## src/rtl/flash_cmd_pkg.sv

```systemverilog
package flash_cmd_pkg;

  localparam int BYTE_W = 8;

  // command codes
  localparam logic [BYTE_W-1:0] OP_READ   = 8'h00;
  localparam logic [BYTE_W-1:0] OP_SIGN   = 8'h90;
  localparam logic [BYTE_W-1:0] OP_ERASE  = 8'h20;
  localparam logic [BYTE_W-1:0] OP_PROG   = 8'h40;
  localparam logic [BYTE_W-1:0] OP_EVFY   = 8'hA0;
  localparam logic [BYTE_W-1:0] OP_PVFY   = 8'hC0;
  localparam logic [BYTE_W-1:0] OP_ABORT  = 8'hFF;

  // signature bytes, selected by address bit 0
  localparam logic [BYTE_W-1:0] SIG_MAKER = 8'h31;
  localparam logic [BYTE_W-1:0] SIG_PART  = 8'hB8;

  typedef enum logic [2:0] {
    M_READ,
    M_SIGN,
    M_ERASE_ARM,
    M_ERASING,
    M_ERASE_VFY,
    M_PROG_ARM,
    M_PROGRAMMING,
    M_PROG_VFY
  } cmdMode_t;

  // strobes from control to datapath
  typedef struct packed {
    logic capBusAddr;   // strobe fell: hold bus address
    logic capVfyAddr;   // erase-verify accepted: keep held address
    logic capProg;      // program byte accepted: keep address and data
  } dpStrobe_t;

endpackage

```

## src/rtl/flash_cmd_ctrl.sv

```systemverilog
module flash_cmd_ctrl
  import flash_cmd_pkg::*;
(
  input  logic              clk,
  input  logic              rstN,
  input  logic              ceN,
  input  logic              weN,
  input  logic              hvOk,
  input  logic [BYTE_W-1:0] busDin,
  output cmdMode_t          mode,
  output dpStrobe_t         strobe,
  output logic              progStart,
  output logic              eraseStart,
  output logic              progActive,
  output logic              eraseActive
);

  logic     wrSel, wrSelQ, fallEdge, riseEdge, accept;
  logic     ffSeen, ffNxt;
  logic     progGo, eraseGo, vfyGo;
  cmdMode_t modeNxt;

  assign wrSel    = !ceN && !weN;
  assign fallEdge = wrSel && !wrSelQ;
  assign riseEdge = !wrSel && wrSelQ;
  assign accept   = riseEdge && hvOk;

  always_comb begin
    modeNxt = mode;
    ffNxt   = ffSeen;
    progGo  = 1'b0;
    eraseGo = 1'b0;
    vfyGo   = 1'b0;
    if (accept) begin
      ffNxt = 1'b0;
      if (mode == M_PROG_ARM) begin
        progGo  = 1'b1;
        modeNxt = M_PROGRAMMING;
      end else begin
        case (busDin)
          OP_READ:  modeNxt = M_READ;
          OP_SIGN:  modeNxt = M_SIGN;
          OP_ERASE: begin
            if (mode == M_ERASE_ARM) begin
              eraseGo = 1'b1;
              modeNxt = M_ERASING;
            end else begin
              modeNxt = M_ERASE_ARM;
            end
          end
          OP_PROG:  modeNxt = M_PROG_ARM;
          OP_EVFY: begin
            vfyGo   = 1'b1;
            modeNxt = M_ERASE_VFY;
          end
          OP_PVFY:  modeNxt = M_PROG_VFY;
          OP_ABORT: begin
            if (ffSeen) begin
              modeNxt = M_READ;
            end else begin
              ffNxt = 1'b1;
              if (mode == M_ERASE_ARM) modeNxt = M_READ;
            end
          end
          default:  modeNxt = M_READ;
        endcase
      end
    end
  end

  always_comb begin
    strobe.capBusAddr = fallEdge;
    strobe.capVfyAddr = vfyGo;
    strobe.capProg    = progGo;
  end

  always_ff @(posedge clk or negedge rstN) begin
    if (!rstN) begin
      wrSelQ      <= 1'b0;
      mode        <= M_READ;
      ffSeen      <= 1'b0;
      progStart   <= 1'b0;
      eraseStart  <= 1'b0;
      progActive  <= 1'b0;
      eraseActive <= 1'b0;
    end else begin
      wrSelQ     <= wrSel;
      mode       <= modeNxt;
      ffSeen     <= ffNxt;
      progStart  <= progGo;
      eraseStart <= eraseGo;
      if (riseEdge) begin
        progActive  <= progGo;
        eraseActive <= eraseGo;
      end
    end
  end

  // a write ending without programming voltage leaves the mode alone
  a_r2_hv_gate: assert property (@(posedge clk) disable iff (!rstN)
    (riseEdge && !hvOk) |=> $stable(mode));

  // erase pulse only after an armed erase
  a_r5_erase_needs_arm: assert property (@(posedge clk) disable iff (!rstN)
    eraseStart |-> ($past(mode) == M_ERASE_ARM));

  // program pulse only after programming was armed
  a_r6_prog_needs_arm: assert property (@(posedge clk) disable iff (!rstN)
    progStart |-> ($past(mode) == M_PROG_ARM));

  // at most one start pulse at a time
  a_r10_single_start: assert property (@(posedge clk) disable iff (!rstN)
    $onehot0({progStart, eraseStart}));

  // active flags follow the start pulse of the same strobe end
  a_r11_active_follow: assert property (@(posedge clk) disable iff (!rstN)
    riseEdge |=> ((progActive == progStart) && (eraseActive == eraseStart)));

  // start pulses last exactly one clock
  a_r13_pulse_width: assert property (@(posedge clk) disable iff (!rstN)
    (progStart || eraseStart) |=> !(progStart || eraseStart));

endmodule

```

## src/rtl/flash_cmd_dp.sv

```systemverilog
module flash_cmd_dp
  import flash_cmd_pkg::*;
#(
  parameter int ADDR_W = 16
) (
  input  logic              clk,
  input  logic              rstN,
  input  dpStrobe_t         strobe,
  input  cmdMode_t          mode,
  input  logic              hvOk,
  input  logic [ADDR_W-1:0] busAddr,
  input  logic [BYTE_W-1:0] busDin,
  input  logic              ceN,
  input  logic              oeN,
  input  logic              weN,
  input  logic [BYTE_W-1:0] arrRdata,
  output logic [ADDR_W-1:0] arrAddr,
  output logic [BYTE_W-1:0] busDout,
  output logic              busDoutEn,
  output logic [ADDR_W-1:0] progAddr,
  output logic [BYTE_W-1:0] progData
);

  logic [ADDR_W-1:0] heldAddr, vfyAddr;
  logic [BYTE_W-1:0] readVal;
  logic              readEn;

  always_ff @(posedge clk or negedge rstN) begin
    if (!rstN) begin
      heldAddr <= '0;
      vfyAddr  <= '0;
      progAddr <= '0;
      progData <= '0;
    end else begin
      if (strobe.capBusAddr) heldAddr <= busAddr;
      if (strobe.capVfyAddr) vfyAddr  <= heldAddr;
      if (strobe.capProg) begin
        progAddr <= heldAddr;
        progData <= busDin;
      end
    end
  end

  assign readEn = !ceN && !oeN && weN;

  always_comb begin
    arrAddr = busAddr;
    readVal = arrRdata;
    if (hvOk) begin
      case (mode)
        M_SIGN:      readVal = busAddr[0] ? SIG_PART : SIG_MAKER;
        M_ERASE_VFY: arrAddr = vfyAddr;
        M_PROG_VFY:  arrAddr = progAddr;
        default:     arrAddr = busAddr;
      endcase
    end
  end

  assign busDoutEn = readEn;
  assign busDout   = readEn ? readVal : '0;

  // program operands are the held address and the data at strobe end
  a_r6_prog_operands: assert property (@(posedge clk) disable iff (!rstN)
    strobe.capProg |=> ((progData == $past(busDin)) && (progAddr == $past(heldAddr))));

  // verify address is steady while erase-verify persists
  a_r7_vfy_hold: assert property (@(posedge clk) disable iff (!rstN)
    ((mode == M_ERASE_VFY) && ($past(mode) == M_ERASE_VFY)) |-> $stable(vfyAddr));

  // program operands do not move outside a program capture
  a_r8_prog_hold: assert property (@(posedge clk) disable iff (!rstN)
    !$past(strobe.capProg) |-> $stable(progAddr));

endmodule

```

## src/rtl/flash_cmd_top.sv

```systemverilog
module flash_cmd_top
  import flash_cmd_pkg::*;
#(
  parameter int ADDR_W = 16
) (
  input  logic              clk,
  input  logic              rstN,
  input  logic [ADDR_W-1:0] busAddr,
  input  logic [BYTE_W-1:0] busDin,
  input  logic              ceN,
  input  logic              oeN,
  input  logic              weN,
  input  logic              hvOk,
  output logic [ADDR_W-1:0] arrAddr,
  input  logic [BYTE_W-1:0] arrRdata,
  output logic [BYTE_W-1:0] busDout,
  output logic              busDoutEn,
  output logic              progStart,
  output logic [ADDR_W-1:0] progAddr,
  output logic [BYTE_W-1:0] progData,
  output logic              eraseStart,
  output logic              progActive,
  output logic              eraseActive
);

  cmdMode_t   mode;
  dpStrobe_t  strobe;

  flash_cmd_ctrl u_ctrl (
    .clk         (clk),
    .rstN        (rstN),
    .ceN         (ceN),
    .weN         (weN),
    .hvOk        (hvOk),
    .busDin      (busDin),
    .mode        (mode),
    .strobe      (strobe),
    .progStart   (progStart),
    .eraseStart  (eraseStart),
    .progActive  (progActive),
    .eraseActive (eraseActive)
  );

  flash_cmd_dp #(.ADDR_W(ADDR_W)) u_dp (
    .clk       (clk),
    .rstN      (rstN),
    .strobe    (strobe),
    .mode      (mode),
    .hvOk      (hvOk),
    .busAddr   (busAddr),
    .busDin    (busDin),
    .ceN       (ceN),
    .oeN       (oeN),
    .weN       (weN),
    .arrRdata  (arrRdata),
    .arrAddr   (arrAddr),
    .busDout   (busDout),
    .busDoutEn (busDoutEn),
    .progAddr  (progAddr),
    .progData  (progData)
  );

  // nothing driven while a write strobe is low
  a_r12_no_drive_on_write: assert property (@(posedge clk) disable iff (!rstN)
    (!weN) |-> (!busDoutEn && (busDout == '0)));

endmodule

```

## config.mk

```make
export PLATFORM = sky130hd
export DESIGN_NAME = flash_cmd_top
export DESIGN_NICKNAME = d
export VERILOG_FILES = /design/src/rtl/flash_cmd_pkg.sv /design/src/rtl/flash_cmd_ctrl.sv /design/src/rtl/flash_cmd_dp.sv /design/src/rtl/flash_cmd_top.sv
export SDC_FILE = /design/constraint.sdc
export NUM_CORES = 1
export LEC_CHECK = 0
export BUFFER_PORTS_ARGS = -buffer_cell sky130_fd_sc_hd__buf_2
export CORE_ASPECT_RATIO = 2
export CORE_MARGIN = 2
export CORE_UTILIZATION = 55
export CTS_BUF_LIST = sky130_fd_sc_hd__clkbuf_4 sky130_fd_sc_hd__clkbuf_8 sky130_fd_sc_hd__clkbuf_16
export CTS_CLUSTER_SIZE = 20
export DETAILED_ROUTE_END_ITERATION = 10
export PLACE_DENSITY = 0.9
export SYNTH_ARGS = -nofsm -noshare
export SYNTH_HDL_FRONTEND = slang
export SYNTH_SLANG_ARGS = --single-unit
```

## constraint.sdc

```tcl
create_clock -name clk -period 2.9 [get_ports clk]
set_input_delay 0.145 -clock clk [delete_from_list [all_inputs] [get_ports clk]]
set_output_delay 0.145 -clock clk [all_outputs]
set_load 0.1 [all_outputs]
```

# ---- Word level (Yosys, flattened, before mapping)
# Index checks and enable logic that the tools add are counted.
dict set report totals {
  reg_bits 65
  input_bits 38
  out_inout_bits 53
  word_cells 58
}
dict set report op_classes {
  eq_ne 12
  n_mux 23
  n_reduce_logical 12
}
# cell count
set ops {}
lappend ops {{$eq 8x8->1 const B} 4}
lappend ops {{$mux 8} 4}
lappend ops {{$pmux 16 s2} 1}
lappend ops {{$pmux 3 s6} 1}
lappend ops {{$mux 16} 1}
lappend ops {{$mux 1} 13}
lappend ops {{$eq 3x3->1 const B} 3}
lappend ops {{$mux 3} 3}
lappend ops {{$eq 8x6->1 const B} 1}
lappend ops {{$eq 8x7->1 const B} 1}
lappend ops {{$logic_and 1x1->1} 6}
lappend ops {{$logic_not 1->1} 5}
lappend ops {{$ne 4x1->1 const B} 1}
lappend ops {{$eq 3x1->1 const B} 1}
lappend ops {{$eq 3x2->1 const B} 1}
lappend ops {{$reduce_and 2->1} 1}

# ---- Logic depth before layout (Yosys ltp)
# Gate-level depths: netlist (run 1).
dict set report depth {
  ltp_word 6
  ltp_mapped 6
  mapped_depth_nobuf 4
}

# ---- Cells and area by module
# Synthesis (run 1) repeated with hierarchy kept, for this count alone.
dict set report unflattened {
  hier_cells 237
  area_unflattened_um2 3060.4
}
# mod instances cells_each area_each_um2 seq_area_each_um2
set by_module_without_submodules {}
lappend by_module_without_submodules {flash_cmd_dp 1 179 2498.6 1401.3}
lappend by_module_without_submodules {flash_cmd_ctrl 1 58 561.8 225.2}

# ---- Least setup slack after synthesis (run 1)
# No wires, ideal clock.
dict set report synth_path {
  path_type {register to output}
  from {reg u_ctrl.mode[0]}
  to {out busDout[3]}
  arrival_time_ns 2.499
  required_ns 2.755
  slack_ns 0.256
  stages_incl_launch_ff 6
  n_path_buf 1
  path_cell_list {dfrtp_1 clkbuf_1 nor2b_1 and3b_1 nand2_1 a21oi_1}
}
dict set report synth_between {
  elab_chain_cells 4
}
# item line_no
set synth_rtl {}
lappend synth_rtl {{from (decl)} flash_cmd_ctrl.sv:10} ;# output cmdMode_t mode,
lappend synth_rtl {{from (signal assigned)} flash_cmd_ctrl.sv:88} ;# mode <= modeNxt;
lappend synth_rtl {{$eq 3x1->1} flash_cmd_dp.sv:50} ;# case (mode)
lappend synth_rtl {{$mux 8} flash_cmd_dp.sv:50}
lappend synth_rtl {{$mux 8} flash_cmd_dp.sv:49} ;# if (hvOk) begin
lappend synth_rtl {{$mux 8} flash_cmd_dp.sv:60} ;# assign busDout = readEn ? readVal : '0;
lappend synth_rtl {{to (decl)} flash_cmd_top.sv:16} ;# output logic [BYTE_W-1:0] busDout,
# No other way between the ends.

# ---- Final worst setup path (run 1)
dict set report layout_path {
  from {reg u_ctrl.mode[1]}
  to {out arrAddr[12]}
}
dict set report layout_between {
  elab_chain_cells 3
  word_cells_on_any_way 4
  classes_between {2 x eq/ne; 2 x mux}
}
# item line_no
set layout_rtl {}
lappend layout_rtl {{$eq 3x3->1} flash_cmd_dp.sv:50}
lappend layout_rtl {{$pmux 16 s2 *} flash_cmd_dp.sv:50}
lappend layout_rtl {{$mux 16 *} flash_cmd_dp.sv:49}
lappend layout_rtl {{to (decl)} flash_cmd_top.sv:14} ;# output logic [ADDR_W-1:0] arrAddr,
# Every way passes the cells marked *; elsewhere a longest branch is shown, timed or not.

==> flow_summary_export.csv, run 1 <==
group,metric,value,unit
outcome,status,"finished, final reports clean",
placed_design,gp_congestion,0.806,
sta,finClkSkew,0.00455,ns
global_route,grt_overflow,0,
critical_path,start_kind,"register",
layout,diodes,0,
layout,multi_input_area,1350,µm²
clock_network,cts_buffers,9,
sta,rsz0062_at_grt,"no",
global_route,grt_pass1_wl,11500,µm
layout,synthToLayoutAreaGrowth,25.3,%
global_route,grt_pass1_vias,2367,
sta,max_freq,379,MHz
critical_path,cp-end-kind,"output pin",
sta,maxSlewHeadroom,0.458,
placed_design,io_buffers,90,
routing,via_per_inst,5.88,
logic_synthesis,ys_ff_latch,65,
critical_path,crit_fanout,10,
routing,wl_per_cell,18.7,µm
logic_synthesis,syn-num-nets,271,
sta,finalSetupViolCount,0,
routing,vias,2318,
die,start_util,0.564,
clock_network,clockBufferDepth,2,
layout,drive_above_1_share,0.521,
clock_network,worstSkewPairLatency,0.34,ns
power,leakage,2.03,nW
global_route,antenna_found_initial,0,
die,die_w,56.5,µm
die,die_area,6160,µm²
routing,top_layer_used,"met4",
power,powerDensity,554,nW/µm²
layout,seq_area,1630,µm²
sta,hold_violations,0,
run,max-cap-violations,0,
layout,final_common_cell,"buf_2",
layout,fill_cells,415,
clock_network,cts-resized-gates,0,
clock_network,cts_tree,"done",
placed_design,hpwl,5170,µm
layout,final_util,0.707,
logic_synthesis,synth_cells,233,
clock_network,ctsHtreeMaxLevel,3,
routing,firstDrtPassIters,4,
sta,fin_setup_tns,0,ns
routing,drt_iter0_markers,51,
routing,drt-total-wl,7350,µm
routing,wl_met1,2660,µm
routing,wl_met3,410,µm
sta,slew_viol_final,0,
die,row_count,38,
critical_path,arrival,2.49,ns
routing,drc,0,
clock_network,cts.root.buffer_cell,"clkbuf_8",
clock_network,clkSlewWorstSetupHoldPaths,0.07,ns
logic_synthesis,syn_area_per_cell,13.0,µm²
critical_path,regToRegSetupSlack,0.80,ns
sta,min_period,2.64,ns
clock_network,cts_hold_buf,2,
die,io_pins,91,
power,finalPower,2.10,mW
layout,fin_nets,368,
critical_path,required,2.76,ns
clock_network,cts_setup_buffers,0,
logic_synthesis,synth.distinct_cells,33,
logic_synthesis,synth_ff_type,"dfrtp_1",
logic_synthesis,synth_seq_area_share,0.537,
die,coreArea,5370,µm²
die,die_height,109,µm
critical_path,crit_type,"register to output pin",
power,vdd_drop_max,487,µV
clock_network,clock_sinks,65,
global_route,grt_max_degree,66,
sta,period_share,0.909,
logic_synthesis,synth-edff-count,0,
logic_synthesis,ys_warn_count,0,
worst_hold_path,hold_path_class,"input pin to register",
sta,worstMarginPinSlew,0.814,ns
routing,met2WireLength,4090,µm
logic_synthesis,synth.cell_area,3030,µm²
global_route,grt_usage,0.250,
layout,final_cell_mix,"buf_2 (90), dfrtp_1 (65), mux2_2 (46)",
routing,ant_nets,0,
logic_synthesis,synthArstFlopShare,1.00,
metal layers:
metal | GRT usage | vias up
met4 | 0.131 | 0
met1 | 0.264 | 1146
li1 | - | 1058
met2 | 0.448 | 96
met3 | 0.0617 | 18
met5 | 0 | -
registers in the layout, summed over array words and instances, names as in the netlist, 3 cells and up:
signal and cells:
u_ctrl.mode 3, u_dp.progData 8, u_dp.vfyAddr 16, u_dp.progAddr 16, u_dp.heldAddr 16
worst max-delay path, cell delays in order (launching register included):
cell and delay (ns):
dfrtp_1 0.51, nor3b_2 0.67, buf_4 0.29, a22o_1 0.15, a22o_1 0.12, buf_2 0.42
logic make-up (layout without fill, tap and decap cells):
family,count (synthesis),in the layout,share of synthesized area
flip-flops,65,65,0.537
buffers and inverters,16,117,0.0231
AND/OR/NAND/NOR,44,44,0.0871
AO/OA/AOI/OAI,52,52,0.133
multiplexers,56,56,0.220
power by group:
group / switching (mW) / total [mW] / internal [mW]
sequential: 0.0361 / 0.987 / 0.951
combinational: 0.191 / 0.278 / 0.0863
clock: 0.339 / 0.840 / 0.501
total: 0.566 / 2.10 / 1.54
metrics by stage:
step | cells | setup slack [ns] | instance area (µm²) | hold WS, ns
final | 394 | 0.265 | 3800 | 0.0249
after global routing | 394 | 0.150 | 3800 | 0.0320
after CTS | 394 | 0.239 | 3800 | 0.00151
after detailed placement | 377 | 0.605 | 3560 | 0.367
after global placement | 377 | 0.668 | 3560 | 0.356
after floorplan | 233 | 0.256 | 3030 | -0.151
synthesized netlist by cell type (all sizes together), types with 3 or more instances:
cell | n | share of area
mux2 | 56 | 0.22
inv | 3 | 0.0037
a21oi | 7 | 0.012
nor3 | 3 | 0.0066
and2 | 3 | 0.0062
nand3 | 3 | 0.0050
dfrtp | 65 | 0.54
clkbuf | 10 | 0.012
a22o | 32 | 0.092
a21o | 3 | 0.0074
nand2 | 9 | 0.011
nor2 | 12 | 0.015
buf | 3 | 0.0070
o21ai | 5 | 0.0083
worst paths after layout:
path,startpoint,endpoint,cells past startpoint
min in group asynchronous,rstN,u_dp.heldAddr[1]$_DFFE_PN0P_,3
max in group asynchronous,rstN,u_dp.vfyAddr[0]$_DFFE_PN0P_,3
hold / removal,ceN,u_ctrl.wrSelQ$_DFF_PN0_,2
setup / recovery,u_ctrl.mode[1]$_DFFE_PN0P_,arrAddr[12],5
setup reg to reg,u_ctrl.wrSelQ$_DFF_PN0_,u_dp.vfyAddr[5]$_DFFE_PN0P_,4
hold reg to reg,u_ctrl.progActive$_DFFE_PN0P_,u_ctrl.progActive$_DFFE_PN0P_,1
area by class of cell:
cell class,instances,share of cell area
inverters,3,0.00296
multi-input cells,152,0.354
repair buffers,99,0.138
well taps,60,0.0198
clock inverters,5,0.0211
clock buffers,10,0.0362
flip-flops and latches,65,0.428
No activity file was read; power rests on OpenSTA's default activity.
==> run 2, diff against run 1 <==
--- a/config.mk
+++ b/config.mk
@@ -5,7 +5,7 @@
 export SDC_FILE = /design/constraint.sdc
 export NUM_CORES = 1
 export LEC_CHECK = 0
-export BUFFER_PORTS_ARGS = -buffer_cell sky130_fd_sc_hd__buf_2
+export BUFFER_PORTS_ARGS = -buffer_cell sky130_fd_sc_hd__buf_4
 export CORE_ASPECT_RATIO = 2
 export CORE_MARGIN = 2
 export CORE_UTILIZATION = 55
==> run 2 against run 1 <==
Design area increased by 4.8%. Sequential share of layout area is 2.0 points lower. Critical path depth unchanged. Utilization increased by 3.4 points. Register-to-register slack about the same. Power fell by 8.0%. Setup slack improved by 0.20 ns. Die area is the same. Global-route usage is 0.18 points higher. Clock power down 23%. Critical endpoint is now arrAddr[15]. Highest routed layer unchanged.
==> flow_summary_export.csv, run 2 (synthesis gave the netlist of run 1 again) <==
group,metric,value,unit
global_route,grt_pass1_vias,2438,
clock_network,cts_tree,"done",
routing,vias,2365,
run,max-cap-violations,0,
sta,finClkSkew,0.00743,ns
worst_hold_path,hold_path_class,"input pin to register",
layout,final_common_cell,"buf_4",
routing,via_per_inst,6.02,
die,row_count,38,
layout,fin_area,3980,µm²
sta,max_freq,410,MHz
power,vdd_drop_max,411,µV
routing,firstDrtPassIters,4,
clock_network,clkSlewWorstSetupHoldPaths,0.07,ns
clock_network,cts_buffers,9,
sta,maxSlewHeadroom,0.450,
global_route,grt_pass1_wl,11700,µm
die,coreArea,5370,µm²
global_route,antenna_found_initial,0,
routing,ant_nets,0,
power,powerDensity,486,nW/µm²
placed_design,io_buffers,90,
sta,fin_setup_tns,0,ns
layout,top_regs,"u_dp.heldAddr x16, u_dp.progAddr x16, u_dp.vfyAddr x16",
sta,finalSetupViolCount,0,
global_route,grt_max_degree,66,
clock_network,clockBufferDepth,2,
die,io_pins,91,
sta,rsz0062_at_grt,"no",
critical_path,start_kind,"register",
placed_design,place_inst,376,
die,die_height,109,µm
global_route,grt_usage,0.252,
clock_network,worstSkewPairLatency,0.34,ns
critical_path,required,2.76,ns
critical_path,crit_type,"register to output pin",
layout,drive_above_1_share,0.517,
critical_path,cp-end-kind,"output pin",
critical_path,crit_fanout,10,
layout,diodes,0,
placed_design,place_area,3790,µm²
critical_path,arrival,2.29,ns
die,die_area,6160,µm²
power,leakage,2.06,nW
sta,worstMarginPinSlew,0.822,ns
clock_network,clock_sinks,65,
die,start_util,0.564,
placed_design,hpwl,5150,µm
clock_network,ctsHtreeMaxLevel,3,
layout,fin_nets,368,
placed_design,gp_congestion,0.797,
outcome,status,"finished, final reports clean",
layout,final_cell_mix,"buf_4 (95), dfrtp_1 (65), mux2_2 (46)",
clock_network,cts.root.buffer_cell,"clkbuf_8",
layout,final-instance-count-excl-fill,393,
sta,min_period,2.44,ns
sta,slew_viol_final,0,
sta,period_share,0.841,
routing,wl_per_cell,18.8,µm
layout,final_util,0.741,
die,die_w,56.5,µm
routing,drc,0,
sta,hold_violations,0,
routing,drt-total-wl,7390,µm
global_route,grt_overflow,0,
layout,synthToLayoutAreaGrowth,31.3,%
routing,drt_iter0_markers,47,
-- run 2: metal layers --
metal	routed length, µm	share of wire	track usage
met3	419	0.057	0.0641
met5	0	0	0
met4	165	0.022	0.124
met2	4070	0.55	0.446
met1	2740	0.37	0.273
-- run 2: worst max-delay path: stages, from the launching register on --
cell and delay, ns:
dfrtp_1 0.50, nor3b_2 0.62, buf_4 0.29, a22o_1 0.14
a22o_1 0.12, buf_4 0.28
-- run 2: through the flow --
step	worst slack [ns]	hold WS, ns	power (mW)
floorplan	0.256	-0.151	1.19
global placement	0.782	0.269	1.29
detailed placement	0.766	0.282	1.30
CTS	0.471	0.0348	1.95
global route	0.363	0.0449	2.00
finish	0.462	0.0455	1.94
-- run 2: cell type report --
cell class | instances | area (µm²)
Sequential cell | 65 | 1630
Fill cell | 370 | 1390
Multi-Input combinational cell | 152 | 1350
Timing Repair Buffer | 99 | 763
Clock buffer | 13 | 154
Tap cell | 60 | 75.1
Inverter | 3 | 11.3
Clock inverter | 1 | 5.00
-- run 2: report_power, final --
| group | total [mW] | internal, mW | switching [mW] |
|---|---|---|---|
| clock network | 0.646 | 0.338 | 0.308 |
| registers | 0.987 | 0.952 | 0.0357 |
| logic | 0.303 | 0.110 | 0.194 |
| total | 1.94 | 1.40 | 0.538 |
-- run 2: final timing paths --
kind                                                    start                            end  slack [ns]  cells past startpoint
min in group asynchronous                                rstN    u_dp.vfyAddr[5]$_DFFE_PN0P_        0.44                      2
worst min-delay path                               busAddr[2]   u_dp.heldAddr[2]$_DFFE_PN0P_        0.05                      2
worst max-delay path               u_ctrl.mode[1]$_DFFE_PN0P_                    arrAddr[15]        0.46                      5
worst min register to register  u_ctrl.progActive$_DFFE_PN0P_  u_ctrl.progActive$_DFFE_PN0P_        0.48                      1
worst max register to register        u_ctrl.wrSelQ$_DFF_PN0_    u_dp.vfyAddr[6]$_DFFE_PN0P_        0.79                      4
max in group asynchronous                                rstN   u_dp.progData[3]$_DFFE_PN0P_        1.92                      2
-- run 2: what timing repair did --
action | CTS | global route
buffers inserted | 0 | 0
hold buffers | 3 | 0
setup endpoints to repair | 0 | 0
resized for setup | 0 | 0
endpoints found under the hold margin | 66 | 0
